--- src/rtl/sertx_pkg.sv ---
// Shared definitions for the serial sample transmitter.
package sertx_pkg;
    // Format select encoding on the fmt_i2s input
    typedef enum logic {
        FMT_JUSTIFIED = 1'b0,
        FMT_DELAYED   = 1'b1
    } fmt_e;
endpackage

--- src/rtl/sertx_edge.sv ---
// Bit-clock and word-select edge detector.
// Assumes sclk and lrck are synchronous to clk and that each phase of sclk
// lasts at least one clk cycle. It flags an sclk falling edge and, at that
// edge, whether lrck differs from its value at the previous falling edge.
module sertx_edge (
    input  logic clk,
    input  logic rst_n,
    input  logic sclk,
    input  logic lrck,
    output logic sclk_fall,
    output logic half_start
);
    logic sclk_q;
    logic lrck_seen;

    // Remember the previous bit-clock level and the word-select level seen at the last fall
    always_ff @(posedge clk) begin
        if (!rst_n) begin
            sclk_q    <= 1'b0;
            lrck_seen <= 1'b0;
        end else begin
            sclk_q <= sclk;
            if (sclk_fall) lrck_seen <= lrck;
        end
    end

    // Falling edge of the bit clock and a word-select change at that edge
    always_comb begin
        sclk_fall  = sclk_q & ~sclk;
        half_start = (lrck != lrck_seen);
    end
endmodule

--- src/rtl/sertx_slot.sv ---
// Slot counter within one word-select half.
// Restarts at 0 on the falling edge where word-select changes, counts up on
// every other falling edge and saturates, so any half length up to the
// counter range is handled. Reset value is the saturated value, so the
// line stays at zero until the first word-select change.
module sertx_slot #(
    parameter int SLOT_W = 6
) (
    input  logic              clk,
    input  logic              rst_n,
    input  logic              sclk_fall,
    input  logic              half_start,
    output logic [SLOT_W-1:0] slot_next,
    output logic [SLOT_W-1:0] slot_q
);
    localparam logic [SLOT_W-1:0] SLOT_MAX = {SLOT_W{1'b1}};

    // Slot index for the bit-clock period that begins at this falling edge
    always_comb begin
        if (half_start)            slot_next = '0;
        else if (slot_q == SLOT_MAX) slot_next = SLOT_MAX;
        else                       slot_next = slot_q + 1'b1;
    end

    // Hold the current slot index between falling edges
    always_ff @(posedge clk) begin
        if (!rst_n)         slot_q <= SLOT_MAX;
        else if (sclk_fall) slot_q <= slot_next;
    end
endmodule

--- src/rtl/sertx_shift.sv ---
// Sample holder and bit selector.
// Takes a new pair at the falling edge that opens a left half when one is
// offered, picks the bit of the active channel for the slot that starts,
// and keeps a one-slot-delayed copy of the bit stream for the delayed format.
module sertx_shift #(
    parameter int SAMPLE_W = 24,
    parameter int SLOT_W   = 6
) (
    input  logic                clk,
    input  logic                rst_n,
    input  logic                sclk_fall,
    input  logic                half_start,
    input  logic                is_left,
    input  logic [SLOT_W-1:0]   slot_next,
    input  logic [SAMPLE_W-1:0] in_left,
    input  logic [SAMPLE_W-1:0] in_right,
    input  logic                in_valid,
    output logic                in_ready,
    output logic                just_bit,
    output logic                late_bit
);
    localparam int IDX_W = $clog2(SAMPLE_W);

    logic                take;
    logic [SAMPLE_W-1:0] left_q, right_q;
    logic [SAMPLE_W-1:0] word;
    logic [IDX_W-1:0]    idx;
    logic                bit_now;

    // Accept a pair only when a left half opens with valid data offered
    assign take     = sclk_fall & half_start & is_left & in_valid;
    assign in_ready = take;

    // Select the word of the active channel and the bit for the starting slot
    always_comb begin
        if (is_left) word = take ? in_left  : left_q;
        else         word = take ? in_right : right_q;
        idx     = '0;
        bit_now = 1'b0;
        if (slot_next < SLOT_W'(SAMPLE_W)) begin
            idx     = IDX_W'(SAMPLE_W - 1) - slot_next[IDX_W-1:0];
            bit_now = word[idx];
        end
    end

    // Hold the pair and advance the justified and delayed bit streams
    always_ff @(posedge clk) begin
        if (!rst_n) begin
            left_q   <= '0;
            right_q  <= '0;
            just_bit <= 1'b0;
            late_bit <= 1'b0;
        end else begin
            if (take) begin
                left_q  <= in_left;
                right_q <= in_right;
            end
            if (sclk_fall) begin
                late_bit <= just_bit;
                just_bit <= bit_now;
            end
        end
    end
endmodule

--- src/rtl/sertx_top.sv ---
// Stereo serial sample transmitter, top level.
// Assumes sclk/lrck are synchronous to clk, lrck changes on sclk falling
// edges, and fmt_i2s is held constant outside reset.
module sertx_top
    import sertx_pkg::*;
#(
    parameter int SAMPLE_W = 24,
    parameter int SLOT_W   = 6
) (
    input  logic                clk,
    input  logic                rst_n,
    input  logic                fmt_i2s,
    input  logic                sclk,
    input  logic                lrck,
    input  logic [SAMPLE_W-1:0] in_left,
    input  logic [SAMPLE_W-1:0] in_right,
    input  logic                in_valid,
    output logic                in_ready,
    output logic                sdout
);
    logic              sclk_fall;
    logic              half_start;
    logic              is_left;
    logic [SLOT_W-1:0] slot_next;
    logic [SLOT_W-1:0] slot_q;
    logic              just_bit;
    logic              late_bit;
    fmt_e              fmt;

    assign fmt = fmt_e'(fmt_i2s);

    // Left channel polarity of word-select depends on the format
    assign is_left = (fmt == FMT_DELAYED) ? ~lrck : lrck;

    sertx_edge u_edge (
        .clk        (clk),
        .rst_n      (rst_n),
        .sclk       (sclk),
        .lrck       (lrck),
        .sclk_fall  (sclk_fall),
        .half_start (half_start)
    );

    sertx_slot #(.SLOT_W(SLOT_W)) u_slot (
        .clk        (clk),
        .rst_n      (rst_n),
        .sclk_fall  (sclk_fall),
        .half_start (half_start),
        .slot_next  (slot_next),
        .slot_q     (slot_q)
    );

    sertx_shift #(.SAMPLE_W(SAMPLE_W), .SLOT_W(SLOT_W)) u_shift (
        .clk        (clk),
        .rst_n      (rst_n),
        .sclk_fall  (sclk_fall),
        .half_start (half_start),
        .is_left    (is_left),
        .slot_next  (slot_next),
        .in_left    (in_left),
        .in_right   (in_right),
        .in_valid   (in_valid),
        .in_ready   (in_ready),
        .just_bit   (just_bit),
        .late_bit   (late_bit)
    );

    // Delayed format uses the stream shifted by one slot
    assign sdout = (fmt == FMT_DELAYED) ? late_bit : just_bit;
endmodule

--- config.mk ---
export PLATFORM = sky130hd
export DESIGN_NAME = sertx_top
export DESIGN_NICKNAME = d
export VERILOG_FILES = /design/src/rtl/sertx_pkg.sv /design/src/rtl/sertx_edge.sv /design/src/rtl/sertx_slot.sv /design/src/rtl/sertx_shift.sv /design/src/rtl/sertx_top.sv
export SDC_FILE = /design/constraint.sdc
export NUM_CORES = 1
export LEC_CHECK = 0
export ABC_AREA = 1
export BUFFER_PORTS_ARGS = -buffer_cell sky130_fd_sc_hd__buf_2
export CELL_PAD_IN_SITES_DETAIL_PLACEMENT = 1
export CELL_PAD_IN_SITES_GLOBAL_PLACEMENT = 1
export CORE_UTILIZATION = 41
export CTS_CLUSTER_SIZE = 20
export DETAILED_ROUTE_END_ITERATION = 10
export GPL_TIMING_DRIVEN = 0
export PLACE_DENSITY_LB_ADDON = 0.1
export SYNTH_ARGS = -nofsm -noshare
export SYNTH_HDL_FRONTEND = slang
export SYNTH_SLANG_ARGS = --single-unit
export TNS_END_PERCENT = 30
--- constraint.sdc ---
create_clock -name clk -period 3.8 [get_ports clk]
set_input_delay 0.38 -clock clk [delete_from_list [all_inputs] [get_ports clk]]
set_output_delay 0.38 -clock clk [all_outputs]
set_load 0.005 [all_outputs]
==> summary.txt, run 1 <==
Die area: 7399 µm²
Residual DRC: 0
Final Max Slew Viols: 0
Clk_skew: 0.006740 ns
Vias: 3090
Cells after synthesis: 441
Max-cap viol count: 0
Crit start category: register
Filler Cells Inserted: 953
FMAX: 400.5 MHz
Diodes inserted: 0
Cell taking the most area after synthesis: dfxtp_1
Nets@finish: 562
Most frequent cell after synthesis: nand2_1
CTS tree: yes
Row cnt: 30
Detail Placement HPWL: 6.710 mm
Post-synthesis compound-gate area fraction: 16.04%
Mapped Nets: 496
Worst skew pair latency: 0.35 ns
Pre-CTS setup slack: 1.324 ns
Crit path cell chain: inv_1 > nand2_1 > nand2_4 > nand3_4 > inv_2 > buf_4 > clkbuf_1 > buf_2
Mapped cell area: 2894 µm²
Antenna violations before repair: 0
Setup TNS: 0 ns
Maximum clock insertion buffer count: 2
Post-synthesis sequential area ratio: 40.12%
Tcrit/Tclk final: 65.70%
WP depth: 8
First-pass GRT wire length: 15.06 mm
Final hold violations: 0
Worst-Margin Slew: 0.6497 ns
Maximum vdd drop: 213.9 µV
# clock sinks: 58
Initial Util: 42.60%
Setup violations, final: 0
Worst path bufs/invs: 5
CP max stage delay: 0.38 ns
Hold EP: u_edge.sclk_q
Crit path capture type: output port
Leakage power: 1.662 nW
Ys Warns: 0
Fin crit period: 2.497 ns
Worst hold start: sclk
H-Tree Depth: 3
Hold WC Path Type: in -> reg
Core area: 6794 µm²
Detail Route Antenna Nets: 0
Synth cell types: 26
Top FF cell, synth: dfxtp_1
Final setup margin: 1.303 ns
Yosys reg bits: 58
Die W: 86.02 µm
DP Area: 3289 µm²
WP data arrival: 2.12 ns
Total wire length: 9.083 mm
CTS root buffer: clkbuf_8
Synth Area in Adders: 0.4323%
WS Path Type: reg -> out
Vias per cell: 5.091
Cell at the slowest stage of the critical path: clkbuf_1
Synth top area share: 40.12%
Combinational family with the most area after synthesis: simple AND/OR/NAND/NOR gates
RSZ-0062 raised after global routing: false
Post-synth top cells: 135 x nand2_1, 58 x dfxtp_1, 56 x a21oi_1, 51 x inv_1, 43 x nand3_1
Avg WL per Cell: 14.96 µm
DRT iter0 DRCs: 133
Avg Cell Area, Syn: 6.562 µm²
Crit path required time: 3.42 ns
Reg2Reg Setup Slack: 1.33 ns
Status: complete, no violations
Post-CTS Hold Buffers: 0
Final worst hold slack: 0.2325 ns
Die height: 86.02 µm
I/O Pins: 56
Final instance area: 3512 µm²
Post-CTS Resized: 0
Layout cell share with drive strength beyond 1: 17.22%
Layout area overhead: 21.36%
Clock-pin slew of the registers on the worst-case setup and hold paths: 0.07 ns
Crit-path leading delay family: buffers and inverters
Xor/xnor share of the synthesized area: 0%
Maximum fanout along the worst path: 10
Setup Buffers After CTS: 0
GRT Overall Usage: 26.82%
Final RePlAce weighted congestion: 0.8831
Hold Path Cell Cnt: 3
Largest cells by area after synthesis: dfxtp_1 40%, nand2_1 18%, a21oi_1 9.7%
EDFF count, synth: 0
Reg2Reg Launch Point: u_slot.slot_q[0]
Drt pass-1 iters: 4
CTS buffer count: 9
Post-synthesis mux area share: 0%
Pwr Density: 427.0 nW/µm²
# port buffers: 55
Reg2reg path depth: 14
Max-slew headroom: 56.40%
Ys async rst share: 0%
Simple-gate area share of the yosys netlist: 31.56%
Vias in the first global route: 3061
Largest net degree at the start of global routing: 11
R2R Path End: u_shift.just_bit
Grt total ovfl: 0
worst min-delay path, delay by kind of cell:
kind | cells | cell delay, ns
and+or+nand+nor | 1 | 0.04
buffers and inverters | 2 | 0.14
kinds of logic after synthesis:
| logic type | count (synthesis) |
|---|---|
| flops | 58 |
| simple gates | 218 |
| buf+inv | 75 |
| compound gates | 89 |
| fa+ha+maj | 1 |
final cells by class:
cell class | instances | area [µm²] | area share, %
flip-flops and latches | 58 | 1161 | 33.06
plain buffers | 21 | 140.1 | 3.990
clock buffers | 14 | 192.7 | 5.486
well taps | 96 | 120.1 | 3.420
clock inverters | 1 | 30.03 | 0.8550
inverters | 54 | 202.7 | 5.771
multi-input cells | 308 | 1390 | 39.58
repair buffers | 55 | 275.3 | 7.838
state kept, by name, summed over array words and instances, names as in the netlist:
name,cells
u_slot.slot_q,6
u_shift.just_bit,1
u_edge.sclk_q,1
u_shift.late_bit,1
u_shift.left_q,24
u_edge.lrck_seen,1
u_shift.right_q,24
worst max-delay path by stage:
stage	slack (ns)	start	endpoint
CTS	1.30	u_edge.lrck_seen	in_ready
finish	1.30	u_edge.lrck_seen	in_ready
floorplan	2.00	u_slot.slot_q[0]	u_shift.just_bit
global placement	1.39	u_slot.slot_q[0]	u_shift.just_bit
detailed placement	1.32	u_slot.slot_q[0]	u_shift.just_bit
global route	1.10	u_slot.slot_q[0]	u_shift.just_bit
layout by cell type (no fill, tap or decap), types with 3 or more instances in the layout:
cell,synthesis,routed
inv_1,51,51
buf_6,4,4
o21ai_0,22,22
inv_2,3,3
dfxtp_1,58,58
nand3_1,43,43
a21oi_1,56,56
nand2_1,135,135
nor2_1,32,32
clkbuf_1,12,12
clkbuf_8,0,14
o21ai_1,4,4
buf_2,1,56
metrics by stage:
step | util (%) | power, mW | cells
2_1_floorplan | - | 0.7849 | 441
3_3_place_gp | 48.42 | 0.8629 | 592
3_5_place_dp | 48.42 | 0.8698 | 592
4_1_cts | 51.69 | 1.500 | 607
5_1_grt | 51.69 | 1.556 | 607
6_report | 51.69 | 1.500 | 607
power by group:
group	switching [mW]	internal (mW)	total (mW)
logic	0.152	0.0810	0.233
registers	0.00596	0.619	0.625
clock network	0.253	0.389	0.642
total	0.411	1.09	1.50
per-layer routing:
metal | wire length [µm] | track usage, %
met3 | 412 | 3.657
met5 | 0 | 0
met4 | 167 | 8.939
met1 | 4127 | 34.22
met2 | 4376 | 46.46
Note: power is estimated with default switching activity, not from simulation.
==> run 2: changes to the inputs <==
- CORE_UTILIZATION: 41 -> 38
- clock period: 3.8 -> 2.35 ns (I/O delays scaled with it)
==> run 2 against run 1 <==
  * Worst hold slack got worse by 0.15 ns
  * First-iteration DRC count fell by 16%
  * Flip-flop and latch count stayed put
  * Routed wire length is 1.6% lower
  * Sequential power grew 62%
  * Count of clock-buffer cells in the layout down 4
  * Highest routed layer unchanged
==> summary.txt, run 2 (synthesis results as in run 1) <==
Status: complete, no violations
Largest net degree at the start of global routing: 11 (unchanged)
Core area: 7292 µm² (+7.3%)
Filler Cells Inserted: 1020 (+7.0%)
Tcrit/Tclk final: 89.76%
WP data arrival: 2.35 ns (+0.23 ns)
Leakage power: 1.663 nW (about the same)
Most frequent cells in the layout: 135 x nand2_1, 57 x dfxtp_1, 56 x a21oi_1, 56 x buf_2, 51 x inv_1
Final RePlAce weighted congestion: 0.8072 (-8.6%)
GRT Overall Usage: 24.36% (-2.5 points)
FMAX: 474.1 MHz
Fin crit period: 2.109 ns
DRT iter0 DRCs: 112 (-16%)
Vias in the first global route: 2926 (-4.4%)
Met2 Use GR: 37.89% (-8.6 points)
Multi-input gate area: 1394 µm² (+0.27%)
Row cnt: 31 (+3.3%)
Die W: 89.27 µm (+3.8%)
H-Tree Depth: 3 (unchanged)
Layout area overhead: 21.36% (unchanged)
CTS buffer count: 9 (unchanged)
Clock-pin slew of the registers on the worst-case setup and hold paths: 0.07 ns (about the same)
Die height: 89.27 µm (+3.8%)
Hold WC Path Type: in -> reg
Met3 Resource Use GR: 4.709% (+1.1 points)
Crit start category: register
Grt total ovfl: 0 (unchanged)
Pre-CTS setup slack: -0.008741 ns (-1.332 ns)
Detail Route Antenna Nets: 0 (unchanged)
Maximum fanout along the worst path: 8 (-2)
Pwr Density: 689.7 nW/µm² (+62%)
Avg WL per Cell: 14.65 µm (-2.1%)
# clock sinks: 58 (unchanged)
CTS tree: yes
Layout Cells excl Fill: 610 (+0.49%)
Antenna violations before repair: 0 (unchanged)
Total power: 2.422 mW (+62%)
Final instance area: 3512 µm² (unchanged)
Max-cap viol count: 0 (unchanged)
Placed cells: 595 (+0.51%)
Clk_skew: 0.005031 ns (-0.001709 ns)
Maximum clock insertion buffer count: 2 (unchanged)
Most common cell after layout, fill and taps aside: nand2_1
Setup violations, final: 0 (unchanged)
Core Util, Final: 48.16% (-3.5 points)
Die area: 7969 µm² (+7.7%)
Diodes inserted: 0 (unchanged)
Largest regs: u_shift.left_q x24, u_shift.right_q x24, u_slot.slot_q x6
WS Path Type: reg -> reg
Drt pass-1 iters: 5 (+1)
Layout cell share with drive strength beyond 1: 17.81% (+0.59 points)
Met1 Use GR: 32.92% (-1.3 points)
Final worst hold slack: 0.08292 ns (-0.1496 ns)
Crit path capture type: register
I/O Pins: 56 (unchanged)
Final setup margin: 0.2407 ns (-1.063 ns)
# port buffers: 55 (unchanged)
Maximum vdd drop: 364.0 µV (+70%)
Setup Buffers After CTS: 0 (unchanged)
RSZ-0062 raised after global routing: false
Final Max Slew Viols: 0 (unchanged)
Max-slew headroom: 61.70% (+5.3 points)
Initial Util: 39.69% (-2.9 points)
Nets@finish: 561 (-0.18%)
Most used routing layer: met2
Crit path required time: 2.59 ns (-0.83 ns)
Final hold violations: 0 (unchanged)
Setup TNS: 0 ns (unchanged)
Residual DRC: 0 (unchanged)
FF+latch area: 1162 µm² (+0.11%)
CTS root buffer: clkbuf_8
DP Area: 3293 µm² (+0.11%)
Worst skew pair latency: 0.35 ns (about the same)
Vias: 3018 (-2.3%)
Total wire length: 8.937 mm (-1.6%)
First-pass GRT wire length: 14.10 mm (-6.4%)
Worst-Margin Slew: 0.5745 ns (-0.07514 ns)
Detail Placement HPWL: 6.729 mm (+0.29%)
Vias per cell: 4.948 (-2.8%)
run 2: cell count changes in the layout (fill, tap and decap cells not counted), sizes merged:
cell    change
clkbuf      -5
clkinv      +4
bufinv      +1
run 2: timing repair:
item | CTS | global route
endpoints found under the setup margin | 1 | 2
hold buffers | 0 | 0
gates resized for setup | 1 | 1
run 2: final timing paths:
| kind | from | endpoint | slack, ns | depth (start not counted) |
|---|---|---|---|---|
| worst max register to register | u_slot.slot_q[0] | u_shift.just_bit | 0.24 | 13 |
| worst min-delay path | sclk | u_edge.sclk_q | 0.08 | 3 |
| worst max-delay path | u_slot.slot_q[0] | u_shift.just_bit | 0.24 | 13 |
| worst min register to register | u_shift.right_q[10] | u_shift.right_q[10] | 0.47 | 2 |
run 2: per-layer routing:
layer	vias to the layer above	wire (µm)
li1	1545	-
met1	1381	4468
met2	78	3843
met3	14	429
met4	0	195
met5	-	0
run 2: area by class of cell:
class / instances / share of cell area (%)
plain buffers: 20 / 3.883
clock buffers: 10 / 3.919
clock inverters: 6 / 2.280
inverters: 54 / 5.771
multi-input cells: 308 / 39.69
flip-flops and latches: 58 / 33.10
well taps: 99 / 3.527
repair buffers: 55 / 7.838
run 2: where the power goes:
group	switching (mW)	internal [mW]
registers	0.0100	1.00
clock network	0.416	0.618
logic	0.246	0.132
total	0.671	1.75
run 2: critical path: stages (launching register included):
cell and delay (ns):
dfxtp_2 0.35, ha_1 0.22, nand2_1 0.12, inv_1 0.08, nand2_1 0.10, inv_1 0.06
o21ai_2 0.32, inv_1 0.22, nand3_1 0.13, nand3_1 0.08, nand2_1 0.13, nand2_1 0.06
nand3_1 0.08, a21oi_2 0.05
==> run 3: changes to the inputs <==
- SETUP_SLACK_MARGIN: unset -> 0.3
==> run 3 against run 2 <==
  * Cell count up 0.98%
  * Setup slack improved by 0.19 ns
  * Maximum frequency is 9.8% higher
  * Clock power about the same
  * Die area is the same
  * Routed wire length increased by 3.5%
  * Highest routed layer unchanged
  * Flip-flop and latch count is the same
  * Clock skew decreased by 0.0012 ns
  * Power grew 1.8%
  * Global-route usage about the same
  * Critical endpoint is now in_ready
  * Non-clock buffer count grew 6
==> summary.txt, run 3 (synthesis results as in run 1) <==
Status: complete, no violations
Layout cell share with drive strength beyond 1: 22.82% (+5.0 points)
Final RePlAce weighted congestion: 0.8072 (unchanged)
Clk_skew: 0.003816 ns (-0.001215 ns)
Drt pass-1 iters: 4 (-1)
Largest net degree at the start of global routing: 11 (unchanged)
Fin crit period: 1.921 ns (-0.1880 ns)
Layout area overhead: 27.19%
Wire length on met3: 343 µm (-20%)
Nets@finish: 567 (+1.1%)
DR top layer: met4
Hold WC Path Type: in -> reg
Final hold violations: 0 (unchanged)
Detail Placement HPWL: 6.729 mm (unchanged)
Grt total ovfl: 0 (unchanged)
Tcrit/Tclk final: 81.76% (-8.0 points)
Max-slew headroom: 59.35% (-2.3 points)
Most common cell after layout, fill and taps aside: nand2_1
Maximum clock insertion buffer count: 2 (unchanged)
# port buffers: 55 (unchanged)
Initial Util: 39.69% (unchanged)
CP max stage delay: 0.31 ns (-0.04 ns)
Largest regs: u_shift.left_q x24, u_shift.right_q x24, u_slot.slot_q x6
CTS tree: yes
Crit path capture type: output port
Vias: 3048 (+0.99%)
Length of routed met2 wiring: 4.145 mm (+7.9%)
Layout Cells excl Fill: 616 (+0.98%)
GRT Overall Usage: 24.40% (+0.039 points)
Final worst hold slack: 0.08403 ns (+0.001110 ns)
WP data arrival: 1.69 ns (-0.66 ns)
Vias per cell: 4.948 (about the same)
Crit-path leading delay family: buffers and inverters
Antenna violations before repair: 0 (unchanged)
Leakage power: 1.716 nW (+3.2%)
Crit path required time: 2.12 ns (-0.47 ns)
Most frequent cells in the layout: 131 x nand2_1, 56 x dfxtp_1, 55 x a21oi_1, 55 x buf_2, 49 x inv_1
CTS root buffer: clkbuf_8
I/O Pins: 56 (unchanged)
Placed cells: 595 (unchanged)
Clock-pin slew of the registers on the worst-case setup and hold paths: 0.07 ns (about the same)
Vias in the first global route: 2923 (-0.10%)
Cell at the slowest stage of the critical path: dfxtp_1
Detail Route Antenna Nets: 0 (unchanged)
Crit path cell chain: inv_1 > nand2_2 > nand2_4 > nand3_4 > inv_8 > buf_6 > clkbuf_4 > buf_2
Worst path bufs/invs: 5 (+2)
Total wire length: 9.253 mm (+3.5%)
Crit start category: register
RSZ-0062 raised after global routing: false
Core area: 7292 µm² (unchanged)
WS Path Type: reg -> out
Wl on met1: 4.612 mm (+3.2%)
Maximum vdd drop: 367.2 µV (+0.87%)
First-pass GRT wire length: 14.13 mm (+0.25%)
Row cnt: 31 (unchanged)
Die area: 7969 µm² (unchanged)
Filler Cells Inserted: 1008 (-1.2%)
# clock sinks: 58 (unchanged)
Maximum fanout along the worst path: 10 (+2)
Final Max Slew Viols: 0 (unchanged)
CTS buffer count: 9 (unchanged)
Core Util, Final: 50.48% (+2.3 points)
FMAX: 520.5 MHz (+9.8%)
Residual DRC: 0 (unchanged)
H-Tree Depth: 3 (unchanged)
Die W: 89.27 µm (unchanged)
Max-cap viol count: 0 (unchanged)
Die height: 89.27 µm (unchanged)
Worst skew pair latency: 0.34 ns (about the same)
Diodes inserted: 0 (unchanged)
Avg WL per Cell: 15.02 µm (+2.5%)
DRT iter0 DRCs: 96 (-14%)
Setup violations, final: 0 (unchanged)
Pwr Density: 669.8 nW/µm² (-2.9%)
Worst-Margin Slew: 0.6098 ns (+0.03521 ns)
## run 3: path summary, 6_finish.rpt
kind	from	to	slack, ns	cells after the start
hold reg to reg	u_shift.right_q[10]	u_shift.right_q[10]	0.47	2
setup reg to reg	u_edge.lrck_seen	u_shift.just_bit	0.43	14
hold / removal	sclk	u_edge.sclk_q	0.08	3
setup / recovery	u_edge.lrck_seen	in_ready	0.43	8
## run 3: metal layers
metal	GRT usage, %	vias up
li1	-	1554
met1	33.03	1415
met2	37.82	67
met3	4.801	12
met4	10.53	0
met5	0	-
## run 3: repair_timing
item,CTS,global route
setup buffers,0,4
hold buffers,0,0
gates resized for setup,7,32
endpoints found under the setup margin,2,2
pin swaps,0,8
gates cloned,0,1
## run 3: final cells by class
cell class	count	area, µm²	area share (%)
plain buffers	21	161.4	4.385
clock buffers	10	137.6	3.739
clock inverters	6	80.08	2.175
inverters	54	210.2	5.710
multi-input cells	308	1471	39.97
flip-flops and latches	58	1166	31.68
well taps	99	123.9	3.365
repair buffers	60	330.3	8.973
## run 3: through the flow
| stage | instance area, µm² | power (mW) | setup slack, ns | TNS [ns] |
|---|---|---|---|---|
| after floorplan | 2894 | 1.269 | 0.5542 | 0 |
| after global placement | 3293 | 1.394 | 0.01216 | 0 |
| after detailed placement | 3293 | 1.404 | -0.008741 | -0.008741 |
| after CTS | 3532 | 2.445 | 0.2866 | 0 |
| after global routing | 3681 | 2.575 | 0.2837 | 0 |
| final | 3681 | 2.466 | 0.4286 | 0 |
## run 3: report_power, final
| group | internal, mW | switching, mW | total, mW | leakage, nW |
|---|---|---|---|---|
| registers | 1.00 | 0.0102 | 1.01 | 0.469 |
| logic | 0.156 | 0.265 | 0.421 | 1.13 |
| clock network | 0.618 | 0.416 | 1.03 | 0.116 |
## run 3: tightest hold or removal path, stage by stage
cell and delay, ns:
buf_2 0.08, nand2_1 0.04, inv_1 0.04
